## config.mk

```make
export PLATFORM = sky130hd
export DESIGN_NAME = lp_power_ctl
export DESIGN_NICKNAME = d
export VERILOG_FILES = /design/src/rtl/lp_pkg.sv /design/src/rtl/lp_once_reg.sv /design/src/rtl/lp_stab_timer.sv /design/src/rtl/lp_fsm.sv /design/src/rtl/lp_power_ctl.sv
export SDC_FILE = /design/constraint.sdc
export NUM_CORES = 1
export LEC_CHECK = 0
export BUFFER_PORTS_ARGS = -buffer_cell sky130_fd_sc_hd__buf_2
export CAP_MARGIN = 20
export CORE_MARGIN = 2
export CORE_UTILIZATION = 46
export DETAILED_ROUTE_END_ITERATION = 12
export GPL_TIMING_DRIVEN = 1
export MAX_ROUTING_LAYER = met4
export PLACE_DENSITY = 0.74
export SETUP_SLACK_MARGIN = 0.2
export SYNTH_ARGS = -nofsm -noshare
export SYNTH_HDL_FRONTEND = slang
export SYNTH_SLANG_ARGS = --single-unit
```

## constraint.sdc

```tcl
create_clock -name clk -period 1.5 [get_ports clk]
set_input_delay 0 -clock clk [delete_from_list [all_inputs] [get_ports clk]]
set_output_delay 0 -clock clk [all_outputs]
set_load 0.01 [all_outputs]
```

## src/rtl/lp_pkg.sv

```systemverilog
package lp_pkg;

  typedef enum logic [1:0] {
    LP_RUN  = 2'd0,
    LP_HALT = 2'd1,
    LP_IDLE = 2'd2,
    LP_STAB = 2'd3
  } lp_state_e;

  // core clock runs only in the normal running state
  function automatic logic core_on(lp_state_e s);
    return s == LP_RUN;
  endfunction

  // timer clock runs while running and while idling
  function automatic logic tmr_on(lp_state_e s);
    return (s == LP_RUN) || (s == LP_IDLE);
  endfunction

  // value loaded into the settling counter for a window of n cycles
  function automatic int unsigned stab_load(int unsigned n);
    return (n > 0) ? n - 1 : 0;
  endfunction

endpackage

```

## src/rtl/lp_once_reg.sv

```systemverilog
module lp_once_reg (
  input  logic clk,
  input  logic rst_n,
  input  logic wr,
  input  logic wdata,
  output logic val_q,
  output logic lock_q
);

  always_ff @(posedge clk or negedge rst_n) begin
    if (!rst_n) begin
      val_q  <= 1'b0;
      lock_q <= 1'b0;
    end else if (wr && !lock_q) begin
      val_q  <= wdata;
      lock_q <= 1'b1;
    end
  end

endmodule

```

## src/rtl/lp_stab_timer.sv

```systemverilog
module lp_stab_timer #(
  parameter int unsigned CYCLES = 16
) (
  input  logic clk,
  input  logic rst_n,
  input  logic start,
  output logic busy,
  output logic done
);

  localparam int unsigned CW = (CYCLES > 1) ? $clog2(CYCLES) : 1;
  localparam logic [CW-1:0] LOAD = CW'(lp_pkg::stab_load(CYCLES));

  logic [CW-1:0] cnt_q;

  always_ff @(posedge clk or negedge rst_n) begin
    if (!rst_n) begin
      cnt_q <= '0;
      busy  <= 1'b0;
    end else if (start) begin
      cnt_q <= LOAD;
      busy  <= 1'b1;
    end else if (busy) begin
      if (cnt_q == '0) busy <= 1'b0;
      else             cnt_q <= cnt_q - 1'b1;
    end
  end

  assign done = busy && (cnt_q == '0);

endmodule

```

## src/rtl/lp_fsm.sv

```systemverilog
module lp_fsm
  import lp_pkg::*;
(
  input  logic      clk,
  input  logic      rst_n,
  input  logic      halt_req,
  input  logic      idle_req,
  input  logic      halt_en,
  input  logic      nmi,
  input  logic      t0_ovf,
  input  logic      stab_done,
  output lp_state_e state_q,
  output logic      pend_q,
  output logic      vec_q,
  output logic      ev_stab_start
);

  lp_state_e state_d;
  logic      pend_d;
  logic      vec_d;
  logic      go_halt, go_idle, run_nmi;
  logic      idle_wake_nmi, idle_wake_tmr, halt_wake, stab_end;

  always_comb begin
    go_halt       = (state_q == LP_RUN) && halt_req && halt_en;
    go_idle       = (state_q == LP_RUN) && idle_req && !go_halt;
    run_nmi       = (state_q == LP_RUN) && nmi && !go_halt && !go_idle;
    idle_wake_nmi = (state_q == LP_IDLE) && nmi;
    idle_wake_tmr = (state_q == LP_IDLE) && t0_ovf && !nmi;
    halt_wake     = (state_q == LP_HALT) && nmi;
    stab_end      = (state_q == LP_STAB) && stab_done;

    state_d = state_q;
    if (go_halt)                          state_d = LP_HALT;
    else if (go_idle)                     state_d = LP_IDLE;
    else if (idle_wake_nmi || idle_wake_tmr) state_d = LP_RUN;
    else if (halt_wake)                   state_d = LP_STAB;
    else if (stab_end)                    state_d = LP_RUN;

    vec_d = run_nmi || idle_wake_nmi || (idle_wake_tmr && pend_q) || stab_end;

    pend_d = pend_q;
    if (go_halt || go_idle) pend_d = nmi;
    else if (halt_wake)     pend_d = 1'b1;
    else if (vec_d)         pend_d = 1'b0;
  end

  assign ev_stab_start = halt_wake;

  always_ff @(posedge clk or negedge rst_n) begin
    if (!rst_n) begin
      state_q <= LP_RUN;
      pend_q  <= 1'b0;
      vec_q   <= 1'b0;
    end else begin
      state_q <= state_d;
      pend_q  <= pend_d;
      vec_q   <= vec_d;
    end
  end

endmodule

```

## src/rtl/lp_power_ctl.sv

```systemverilog
module lp_power_ctl
  import lp_pkg::*;
#(
  parameter int unsigned STAB_CYCLES = 16
) (
  input  logic clk,
  input  logic rst_n,
  input  logic halt_req,
  input  logic idle_req,
  input  logic hen_wr,
  input  logic hen_wdata,
  input  logic nmi,
  input  logic t0_ovf,
  output logic core_clk_en,
  output logic tmr_clk_en,
  output logic stab_wait,
  output logic nmi_pend,
  output logic vec_req
);

  logic      hen_q;
  logic      hen_lock_q;
  logic      ev_stab_start;
  logic      stab_busy;
  logic      stab_done;
  lp_state_e state_q;

  lp_once_reg u_hen (
    .clk    (clk),
    .rst_n  (rst_n),
    .wr     (hen_wr),
    .wdata  (hen_wdata),
    .val_q  (hen_q),
    .lock_q (hen_lock_q)
  );

  lp_stab_timer #(.CYCLES(STAB_CYCLES)) u_stab (
    .clk   (clk),
    .rst_n (rst_n),
    .start (ev_stab_start),
    .busy  (stab_busy),
    .done  (stab_done)
  );

  lp_fsm u_fsm (
    .clk           (clk),
    .rst_n         (rst_n),
    .halt_req      (halt_req),
    .idle_req      (idle_req),
    .halt_en       (hen_q),
    .nmi           (nmi),
    .t0_ovf        (t0_ovf),
    .stab_done     (stab_done),
    .state_q       (state_q),
    .pend_q        (nmi_pend),
    .vec_q         (vec_req),
    .ev_stab_start (ev_stab_start)
  );

  assign core_clk_en = core_on(state_q);
  assign tmr_clk_en  = tmr_on(state_q);
  assign stab_wait   = (state_q == LP_STAB);

endmodule

```

# Word-level counts from Yosys, hierarchy flattened
# Cells that the tools add are included.
# word_totals
mem_count,0
word_cells,57
register_bits,11
romBits,0
ramBits,0
latch_bits,0
out_inout_bits,5
# op_classes
n_eq_ne,4
n_mux,14
multipliers,0
n_div,0
bitwise,0
shift,0
n_lt_le_gt_ge,0
reduce_logical,31
addsub,1
# op_table
op,n
1-bit logical AND,15
4-bit 2-to-1 mux,3
2-bit 2-to-1 mux,5
1-bit logical OR,6
1-bit 2-to-1 mux,6
5-bit nonzero test,1
2-bit == test (second input constant),2
1-bit zero test,4
4-bit zero test,1
4-bit by 1-bit subtractor with 4-bit output (second input constant),1
3-bit nonzero test,1
2-bit by 1-bit == test with 1-bit output (second input constant),1
2-bit zero test,1
2-bit != test (second input constant),1
2-bit AND reduction,1
2-bit nonzero test,1

# Longest topological paths before layout
# Gate-level depths: netlist (run 1).
# depth
ltp_word,13
mapped_depth,6
ltp_nobuf,5

# Modules after synthesis
# From an unflattened synthesis (run 1), not the netlist that was laid out.
# unflattened
hier_cells,60
area_unflattened_um2,615.6
# modules_own_cells
module,instances,cells_each,area_per_inst_um2
lp_fsm,1,28,262.8
lp_stab_timer,1,24,254.0
lp_once_reg,1,5,85.1
lp_power_ctl,1,3,13.8

# Worst setup path after synthesis (run 1)
# No wires, ideal clock.
# synth_timing
kind,reg-to-reg
from,register u_stab.cnt_q[0]
to,register u_fsm.state_q[1]
n_path_buf,1
setup_ps,130
arrival_time_ps,1292
path_stages_with_launch,7
path_slack_ps,77
cell_sequence,dfrtp_1 -> inv_1 -> ha_1 -> or3b_1 -> buf_6 -> o22ai_1 -> a21oi_1
# synth_between
elab_chain_cells,4
# synth_lines
item,line_no,source
from (decl),lp_stab_timer.sv:14,logic [CW-1:0] cnt_q;
from (signal assigned),lp_stab_timer.sv:25,else cnt_q <= cnt_q - 1'b1;
4-bit zero test,lp_stab_timer.sv:29,assign done = busy && (cnt_q == '0);
1-bit logical AND,lp_stab_timer.sv:29,
1-bit logical AND,lp_fsm.sv:31,stab_end = (state_q == LP_STAB) && stab_done;
5-bit nonzero test (no source line),n/a,
to (signal assigned),lp_fsm.sv:56,state_q <= state_d;
to (decl),lp_fsm.sv:12,"output lp_state_e state_q,"
# Every way passes these cells.
# A chain may end at the register's enable or synchronous reset.

# Final worst setup path (run 1)
# layout_timing
from,register u_stab.cnt_q[1]
to,register u_fsm.state_q[1]
# The elaborated chain is that of the path after synthesis.

==> results.toml, run 1 <==
[finish]
nets = 99
finalInstanceArea_sq_um = 848
syn2layout_area_growth_pct = 34.3
final_common_cell = "buf_2"
antenna_cells = 0
layout.cells.non_filler = 103
finalCoreUtilization_pct = 66.0
layout_common_cells = "12 x buf_2, 11 x dfrtp_1, 6 x buf_4, 5 x nand2_1"
drive_above_1_share_pct = 43.2
final.fill_count = 110

[global_routing]
gr-total-overflow = 0
grt_pass1_wl_um = 1950
grt_max_degree = 13
grt_antenna_before_repair = 0
grtUsageTotal_pct = 19.0
first_global_vias = 471

[die]
core_area_sq_um = 1280
die_w_um = 41.1
rows = 13
dieArea_sq_um = 1690
initial_core_util_pct = 49.2
ioPinCount = 13
dieHeight_um = 41.1

[placement]
place.port_buffers = 12
place_congestion = 0.824
hpwlAfterDp_um = 982
dpl.cell_count = 92
dpl_cell_area_sq_um = 699

[detailed_routing]
drt_pass1_iterations = 4
ant_nets = 0
drc = 0
routedWlPerCell_um = 13.5
wl_um = 1390
avgViaCountPerCell = 5.36
drt_iter0_drc = 11
vias = 552

[synthesis]
synth_top_flop_cell = "dfrtp_1"
synth_edf_count = 0
ys_seq_area_share_pct = 43.6
syn-cell-area_sq_um = 632
ys_warn_count = 0
synth_cell_types = 34
ys_async_sr_fraction_pct = 100
synth_fp_nets = 76
netlist_instances = 66
avgSynthCellArea_sq_um = 9.57
ys_ff_latch = 11

[timing]
worstMarginPinSlew_ps = 406
clock_skew_ps = 7.00
period_needed_ps = 1390
fin_tns_setup_ps = 0
setup_viol = 0
maxSlewHeadroom_pct = 72.7
post-route-period-util_pct = 92.8
finalHoldViolations = 0
fmax_ghz = 0.719
rsz0062_at_grt = "yes"
report.final.slew_viol_count = 0

[clock_network]
root_buffer = "clkbuf_4"
path_clk_slew_ps = 70
clk_path_buf_depth = 2
cts_inserted_buffers = 3
cts_max_level = 1
clk_latency_ps = 270
cts_tree = "done"
cts_num_sinks = 11

[worst_setup_path]
critPathMaxFanout = 6
start_kind = "flop"
crit_type = "reg2reg"
required_ps = 1650
crit_path_end_kind = "flop"
crit_arrival_ps = 1540

[power_and_ir_drop]
p_clk_share_pct = 12.5
powerDensity_nw_per_um2 = 1880
switching_share_pct = 40.8
internal-power_uw = 942
sequentialPowerShare_pct = 34.4
leakage_uw = 0.000392
p_sw_uw = 650
p_comb_share_pct = 53.1
max-vdd-ir-drop_mv = 0.986

[status]
status = "complete, no violations"

[job]
maxCapViolCount = 0

[worst_hold_path]
min-delay-path-class = "in2reg"
[synthesized netlist by cell type (2+ instances only)]
cell type	number	area, sq um
nor2_1	3	11.3
nor2b_1	2	12.5
o21ai_1	2	10.0
inv_1	5	18.8
o21ai_0	3	15.0
ha_1	2	25.0
a21oi_1	3	15.0
dfrtp_1	11	275
nand3_1	3	15.0
buf_4	2	15.0
nand2_1	6	22.5
a31oi_1	2	12.5
[layout make-up]
class                           instances  area, sq um  area share (%)
Multi-Input combinational cell         47          374            44.1
Tap cell                               15         18.8            2.21
Timing Repair Buffer                   21          135            15.9
Inverter                                5         18.8            2.21
Clock buffer                            4         26.3            3.10
Sequential cell                        11          275            32.4
[cells by family (layout without fill, tap and decap cells)]
logic type / Yosys count / count (layout) / synth area share [%]
AO/OA/AOI/OAI: 18 / 18 / 20.0
adder cells (fa/ha/maj): 2 / 2 / 3.96
buffers and inverters: 8 / 30 / 7.13
flip-flops: 11 / 11 / 43.6
AND/OR/NAND/NOR: 26 / 26 / 23.6
multiplexers: 1 / 1 / 1.78
[path summary, 6_finish.rpt]
kind | start | endpoint | slack (ps) | cells past startpoint
worst min register to register | u_hen.lock_q$_DFFE_PN0P_ | u_hen.lock_q$_DFFE_PN0P_ | 470 | 1
worst max register to register | u_stab.cnt_q[1]$_DFFE_PN0P_ | u_fsm.state_q[1]$_DFFE_PN0P_ | 110 | 5
max in group asynchronous | rst_n | u_stab.cnt_q[0]$_DFFE_PN0P_ | 1180 | 2
worst max-delay path | u_stab.cnt_q[1]$_DFFE_PN0P_ | u_fsm.state_q[1]$_DFFE_PN0P_ | 110 | 5
worst min-delay path | t0_ovf | u_fsm.state_q[1]$_DFFE_PN0P_ | 70 | 4
min in group asynchronous | rst_n | u_fsm.state_q[1]$_DFFE_PN0P_ | 120 | 2
[registers in the layout, indices dropped and copies added, names as in the netlist]
signal	cells
u_fsm.pend_q	1
u_fsm.vec_q	1
u_stab.cnt_q	4
u_stab.busy	1
u_fsm.state_q	2
u_hen.val_q	1
u_hen.lock_q	1
[metal layers]
layer,GRT usage (%),up-vias,wire (um)
li1,-,278,-
met1,21.9,263,607
met2,28.9,11,711
met3,8.15,0,68
met4,7.50,0,0
met5,-,-,0
[power groups by stage]
stage,registers (uW),logic (uW),clock network (uW)
finish,548,845,199
global route,572,932,223
CTS,532,802,204
detailed placement,529,652,0
global placement,521,634,0
floorplan,515,479,0
[critical path: stages, from the launching register on]
cell and delay [ps]:
dfrtp_1 400, inv_2 90, ha_4 120, or3b_4 440, o22ai_2 150, a21oi_1 80
[repair_timing]
item / CTS / global route
buffers inserted: 3 / 1
pin swaps: 2 / 2
hold endpoints to repair: 13 / 0
gates resized for setup: 9 / 1
endpoints found under the setup margin: 9 / 9
hold buffers: 3 / 0
[stage by stage]
step | worst slack (ps) | power (uW) | hold WS (ps)
2_1_floorplan | 112 | 994 | -296
3_3_place_gp | 86.8 | 1160 | -117
3_5_place_dp | 32.7 | 1180 | -118
4_1_cts | 134 | 1540 | 72.2
5_1_grt | 59.1 | 1730 | 80.4
6_report | 109 | 1590 | 71.8
(Power assumes the default switching activity.)
==> run 2: changes to the inputs <==
--- a/config.mk
+++ b/config.mk
@@ -7,8 +7,12 @@
 export LEC_CHECK = 0
 export BUFFER_PORTS_ARGS = -buffer_cell sky130_fd_sc_hd__buf_2
 export CAP_MARGIN = 20
+export CELL_PAD_IN_SITES_DETAIL_PLACEMENT = 2
+export CELL_PAD_IN_SITES_GLOBAL_PLACEMENT = 2
+export CORE_ASPECT_RATIO = 1.4
 export CORE_MARGIN = 2
-export CORE_UTILIZATION = 46
+export CORE_UTILIZATION = 28
+export CTS_CLUSTER_SIZE = 30
 export DETAILED_ROUTE_END_ITERATION = 12
 export GPL_TIMING_DRIVEN = 1
 export MAX_ROUTING_LAYER = met4
==> run 2 against run 1 <==
Against the previous run: clock power is 6% higher; non-clock buffer count unchanged; cell area is 0.59% higher; critical path depth unchanged; hold slack gained 13 ps; cell count rose by 6.8%; first-iteration DRC count is 55% lower; global-route usage fell by 2.6 points; die area up 58%; critical path type unchanged; highest routed layer is now met4.
==> results.toml, run 2 (synthesized netlist as in run 1, its figures left out) <==
[status]
status = "complete, no violations"

[worst_setup_path]
crit_type = "reg2reg"
r2r-end = "u_fsm.pend_q$_DFFE_PN0P_"
r2r_slack_ps = 80
start_kind = "flop"
crit_path_end_kind = "flop"
crit_arrival_ps = 1570
critPathMaxFanout = 6
r2r_start = "u_stab.cnt_q[0]$_DFFE_PN0P_"
r2r_cells = 5
required_ps = 1650

[worst_hold_path]
worstHoldPathCells = 4
hold_end = "u_fsm.pend_q$_DFFE_PN0P_"
min_from = "idle_req"
min-delay-path-class = "in2reg"

[timing]
finalHoldViolations = 0
period_needed_ps = 1420
worstMarginPinSlew_ps = 411
report.final.slew_viol_count = 0
clock_skew_ps = 4.85
fmax_ghz = 0.704
maxSlewHeadroom_pct = 72.4
rsz0062_at_grt = "yes"
post-route-period-util_pct = 94.7
setup_viol = 0
fin_hold_ws_ps = 84.5

[finish]
largest_registers = "u_stab.cnt_q x4, u_fsm.state_q x2"
drive_above_1_share_pct = 44.3
largest-register = "u_stab.cnt_q"
layout_common_cells = "12 x buf_2, 10 x dfrtp_1, 6 x nand2_1, 6 x buf_4"
largest_register_ffs = 4
antenna_cells = 0
final_common_cell = "buf_2"
syn2layout_area_growth_pct = 35.0
nets = 99
ff_latch_area_sq_um = 277
multi_input_area_sq_um = 368
finalCoreUtilization_pct = 39.7
final.fill_count = 247

[die]
dieArea_sq_um = 2660
die_w_um = 44.2
dieHeight_um = 60.2
core_area_sq_um = 2150
rows = 20
initial_core_util_pct = 29.4
ioPinCount = 13

[placement]
hpwlAfterDp_um = 1320
place_congestion = 0.799
place.port_buffers = 12

[power_and_ir_drop]
leakage_uw = 0.000390
total_power_uw = 1640
max-vdd-ir-drop_mv = 0.661
powerDensity_nw_per_um2 = 1930

[clock_network]
cts_num_sinks = 11
path_clk_slew_ps = 80
clk_path_buf_depth = 2
root_buffer = "clkbuf_4"
cts_inserted_buffers = 3
clk_latency_ps = 270
cts_max_level = 1
cts_tree = "done"

[detailed_routing]
ant_nets = 0
avgViaCountPerCell = 5.24
wl_um = 1840
drt_iter0_drc = 5
drt_pass1_iterations = 4
drc = 0
routedWlPerCell_um = 16.8
vias = 576

[global_routing]
first_global_vias = 645
grt_antenna_before_repair = 0
grt_max_degree = 12
grt_pass1_wl_um = 3080
grtUsageTotal_pct = 16.4
gr-total-overflow = 0

[job]
maxCapViolCount = 0
[run 2: cell types whose count changed in the layout (fill, tap and decap cells not counted), sizes merged]
cell / delta
clkbuf: -1
clkinv: +1
[run 2: worst max-delay path by stage]
stage                                              end                   startpoint  cells after the start
after floorplan           u_fsm.state_q[1]$_DFFE_PN0P_  u_stab.cnt_q[0]$_DFFE_PN0P_                      6
after global placement    u_fsm.state_q[1]$_DFFE_PN0P_  u_stab.cnt_q[1]$_DFFE_PN0P_                      5
after detailed placement  u_fsm.state_q[1]$_DFFE_PN0P_  u_stab.cnt_q[1]$_DFFE_PN0P_                      5
after CTS                  u_stab.cnt_q[3]$_DFFE_PN0P_  u_stab.cnt_q[1]$_DFFE_PN0P_                      5
after global routing       u_stab.cnt_q[3]$_DFFE_PN0P_  u_stab.cnt_q[1]$_DFFE_PN0P_                      5
final                         u_fsm.pend_q$_DFFE_PN0P_  u_stab.cnt_q[0]$_DFFE_PN0P_                      5
[run 2: through the flow]
step | instances | area [sq um] | TNS, ps | setup WS (ps)
6_report | 110 | 853 | 0 | 79.8
5_1_grt | 110 | 853 | 0 | 35.9
4_1_cts | 110 | 818 | 0 | 55.7
3_5_place_dp | 99 | 708 | -25.2 | -23.5
3_3_place_gp | 99 | 708 | 0 | 85.9
2_1_floorplan | 66 | 632 | 0 | 112
[run 2: cell type report]
type                    instances  area share (%)
well taps                      22            3.23
inverters                       5            2.20
flip-flops and latches         11            32.4
clock inverters                 1           0.587
repair buffers                 21            15.8
multi-input cells              47            43.1
clock buffers                   3            2.64
[run 2: metal layers]
metal  vias to the layer above  track usage, %  part of all wire, %
met4                         0            5.19                 0.98
li1                        277               -                    -
met5                         -               -                    0
met1                       288            18.9                   43
met2                         9            29.0                   53
met3                         2            2.11                  3.3
[run 2: power breakdown]
group	leakage [uW]	internal (uW)	switching [uW]
clock	0.0000177	98.4	113
combinational	0.000249	423	424
sequential	0.000123	420	165
[run 2: worst max-delay path: stages (launching register included)]
cell     delay, ps
dfrtp_1        390
inv_2           90
ha_4           130
or3b_4         450
o32ai_2        140
o41ai_1        100
[run 2: repair_timing]
item                                    CTS  global route
resized for setup                         6             5
hold buffers                              3             0
hold endpoints to repair                 13             0
buffers inserted                          4             0
endpoints found under the setup margin    9             9
pin swaps                                 3             3
==> run 3: changes to the inputs <==
--- a/config.mk
+++ b/config.mk
@@ -17,7 +17,7 @@
 export GPL_TIMING_DRIVEN = 1
 export MAX_ROUTING_LAYER = met4
 export PLACE_DENSITY = 0.74
-export SETUP_SLACK_MARGIN = 0.2
+export SETUP_SLACK_MARGIN = 0.3
 export SYNTH_ARGS = -nofsm -noshare
 export SYNTH_HDL_FRONTEND = slang
 export SYNTH_SLANG_ARGS = --single-unit
==> run 3 against run 2 <==
Against the previous run: global-route usage is 0.89 points higher; core utilization is 2.6 points higher; clock-buffer cell count stayed put; cell count is 3.6% higher; first-iteration DRC count is 20% higher; largest power group unchanged; clock skew is 3.3 ps lower; flip-flop and latch count stayed put; highest routed layer unchanged; combinational power is 14% higher; routed wire length is 5.5% higher; critical path depth is 1 higher; critical endpoint is now u_stab.cnt_q[0]$_DFFE_PN0P_; fmax is 2.2% lower.
==> results.toml, run 3 (synthesized netlist as in run 1, its figures left out) <==
[clock_network]
clk_latency_ps = 270
cts_inserted_buffers = 3
cts_num_sinks = 11
cts_tree = "done"
clk_path_buf_depth = 2
cts_max_level = 1
root_buffer = "clkbuf_4"
path_clk_slew_ps = 80

[die]
ioPinCount = 13
dieHeight_um = 60.2
rows = 20
core_area_sq_um = 2150
die_w_um = 44.2
initial_core_util_pct = 29.4
dieArea_sq_um = 2660

[timing]
post-route-period-util_pct = 96.8
report.final.slew_viol_count = 0
setup_viol = 0
worstMarginPinSlew_ps = 476
clock_skew_ps = 1.56
fmax_ghz = 0.689
maxSlewHeadroom_pct = 68.0
finalHoldViolations = 0
rsz0062_at_grt = "yes"
fin_tns_setup_ps = 0
period_needed_ps = 1450

[power_and_ir_drop]
leakage_uw = 0.000428
p_clk_share_pct = 12.0
p_comb_share_pct = 54.5
powerDensity_nw_per_um2 = 1950
p_sw_uw = 747
switching_share_pct = 42.0
sequentialPowerShare_pct = 33.5
internal-power_uw = 1030
max-vdd-ir-drop_mv = 0.717

[placement]
place.port_buffers = 12
dpl_cell_area_sq_um = 708
hpwlAfterDp_um = 1320
place_congestion = 0.799

[global_routing]
grtUsageTotal_pct = 17.3
gr-total-overflow = 0
grt_pass1_wl_um = 3180
grt_antenna_before_repair = 0
grt_max_degree = 12
first_global_vias = 671

[worst_setup_path]
critPathMaxFanout = 6
required_ps = 1660
crit_arrival_ps = 1610
crit_path_end_kind = "flop"
start_kind = "flop"
crit_type = "reg2reg"

[finish]
largest-register = "u_stab.cnt_q"
largest_register_ffs = 4
final.fill_count = 235
syn2layout_area_growth_pct = 44.0
layout_common_cells = "12 x buf_2, 10 x dfrtp_1, 8 x buf_4, 6 x nand2_1"
drive_above_1_share_pct = 50.0
ff_latch_area_sq_um = 277
finalInstanceArea_sq_um = 910
multi_input_area_sq_um = 387
antenna_cells = 0
finalCoreUtilization_pct = 42.3
largest_registers = "u_stab.cnt_q x4, u_fsm.state_q x2"
nets = 103
final_common_cell = "buf_2"

[detailed_routing]
wl_um = 1950
drt_pass1_iterations = 3
drt_iter0_drc = 6
wl_met2_um = 1040
ant_nets = 0
vias = 598
wl_met1_um = 816
dr_wl_met3_um = 57
routedWlPerCell_um = 17.1
top_layer = "met4"
drc = 0
avgViaCountPerCell = 5.25

[job]
maxCapViolCount = 0

[status]
status = "complete, no violations"

[worst_hold_path]
min-delay-path-class = "in2reg"
## run 3: final cells by class
cell class | instances | area share (%)
flip-flops and latches | 11 | 30.4
inverters | 5 | 2.06
clock buffers | 3 | 2.48
clock inverters | 1 | 0.550
well taps | 22 | 3.03
multi-input cells | 47 | 42.5
repair buffers | 25 | 19.0
## run 3: power groups by stage
stage | combinational, uW | clock [uW] | sequential [uW]
2_1_floorplan | 479 | 0 | 515
3_3_place_gp | 630 | 0 | 540
3_5_place_dp | 660 | 0 | 559
4_1_cts | 827 | 219 | 559
5_1_grt | 1060 | 233 | 617
6_report | 968 | 213 | 596
## run 3: metrics by stage
stage               hold slack (ps)  instances  worst slack (ps)  power [uW]
CTS                            68.7        111              59.2        1600
finish                         71.0        114              48.1        1780
floorplan                      -296         66               112         994
detailed placement             -108         99             -23.5        1220
global route                   79.9        114              6.51        1910
global placement               -114         99              85.9        1170
## run 3: final timing paths
| kind | startpoint | to | slack (ps) | cells after the start |
|---|---|---|---|---|
| worst min register to register | u_hen.lock_q$_DFFE_PN0P_ | u_hen.lock_q$_DFFE_PN0P_ | 480 | 1 |
| min in group asynchronous | rst_n | u_hen.lock_q$_DFFE_PN0P_ | 120 | 2 |
| worst max register to register | u_stab.cnt_q[0]$_DFFE_PN0P_ | u_stab.cnt_q[0]$_DFFE_PN0P_ | 50 | 6 |
| worst max-delay path | u_stab.cnt_q[0]$_DFFE_PN0P_ | u_stab.cnt_q[0]$_DFFE_PN0P_ | 50 | 6 |
| max in group asynchronous | rst_n | u_fsm.state_q[0]$_DFFE_PN0P_ | 1150 | 2 |
| worst min-delay path | idle_req | u_fsm.pend_q$_DFFE_PN0P_ | 70 | 4 |
## run 3: what timing repair did
item / in CTS / in global routing
endpoints found under the hold margin: 13 / 0
endpoints found under the setup margin: 10 / 10
pin swaps: 4 / 5
resized for setup: 8 / 9
hold buffers: 3 / 0
setup buffers: 5 / 3
## run 3: per-layer routing
layer	track usage, %	up-vias
met4	9.09	0
li1	-	284
met3	2.11	4
met1	18.4	299
met2	30.7	11
met5	-	-
## run 3: critical path, cell delays in order, from the launching register on
cell	delay [ps]
dfrtp_1	400
inv_2	90
ha_4	130
or3b_4	450
buf_6	150
nand3_2	50
nand3_2	70
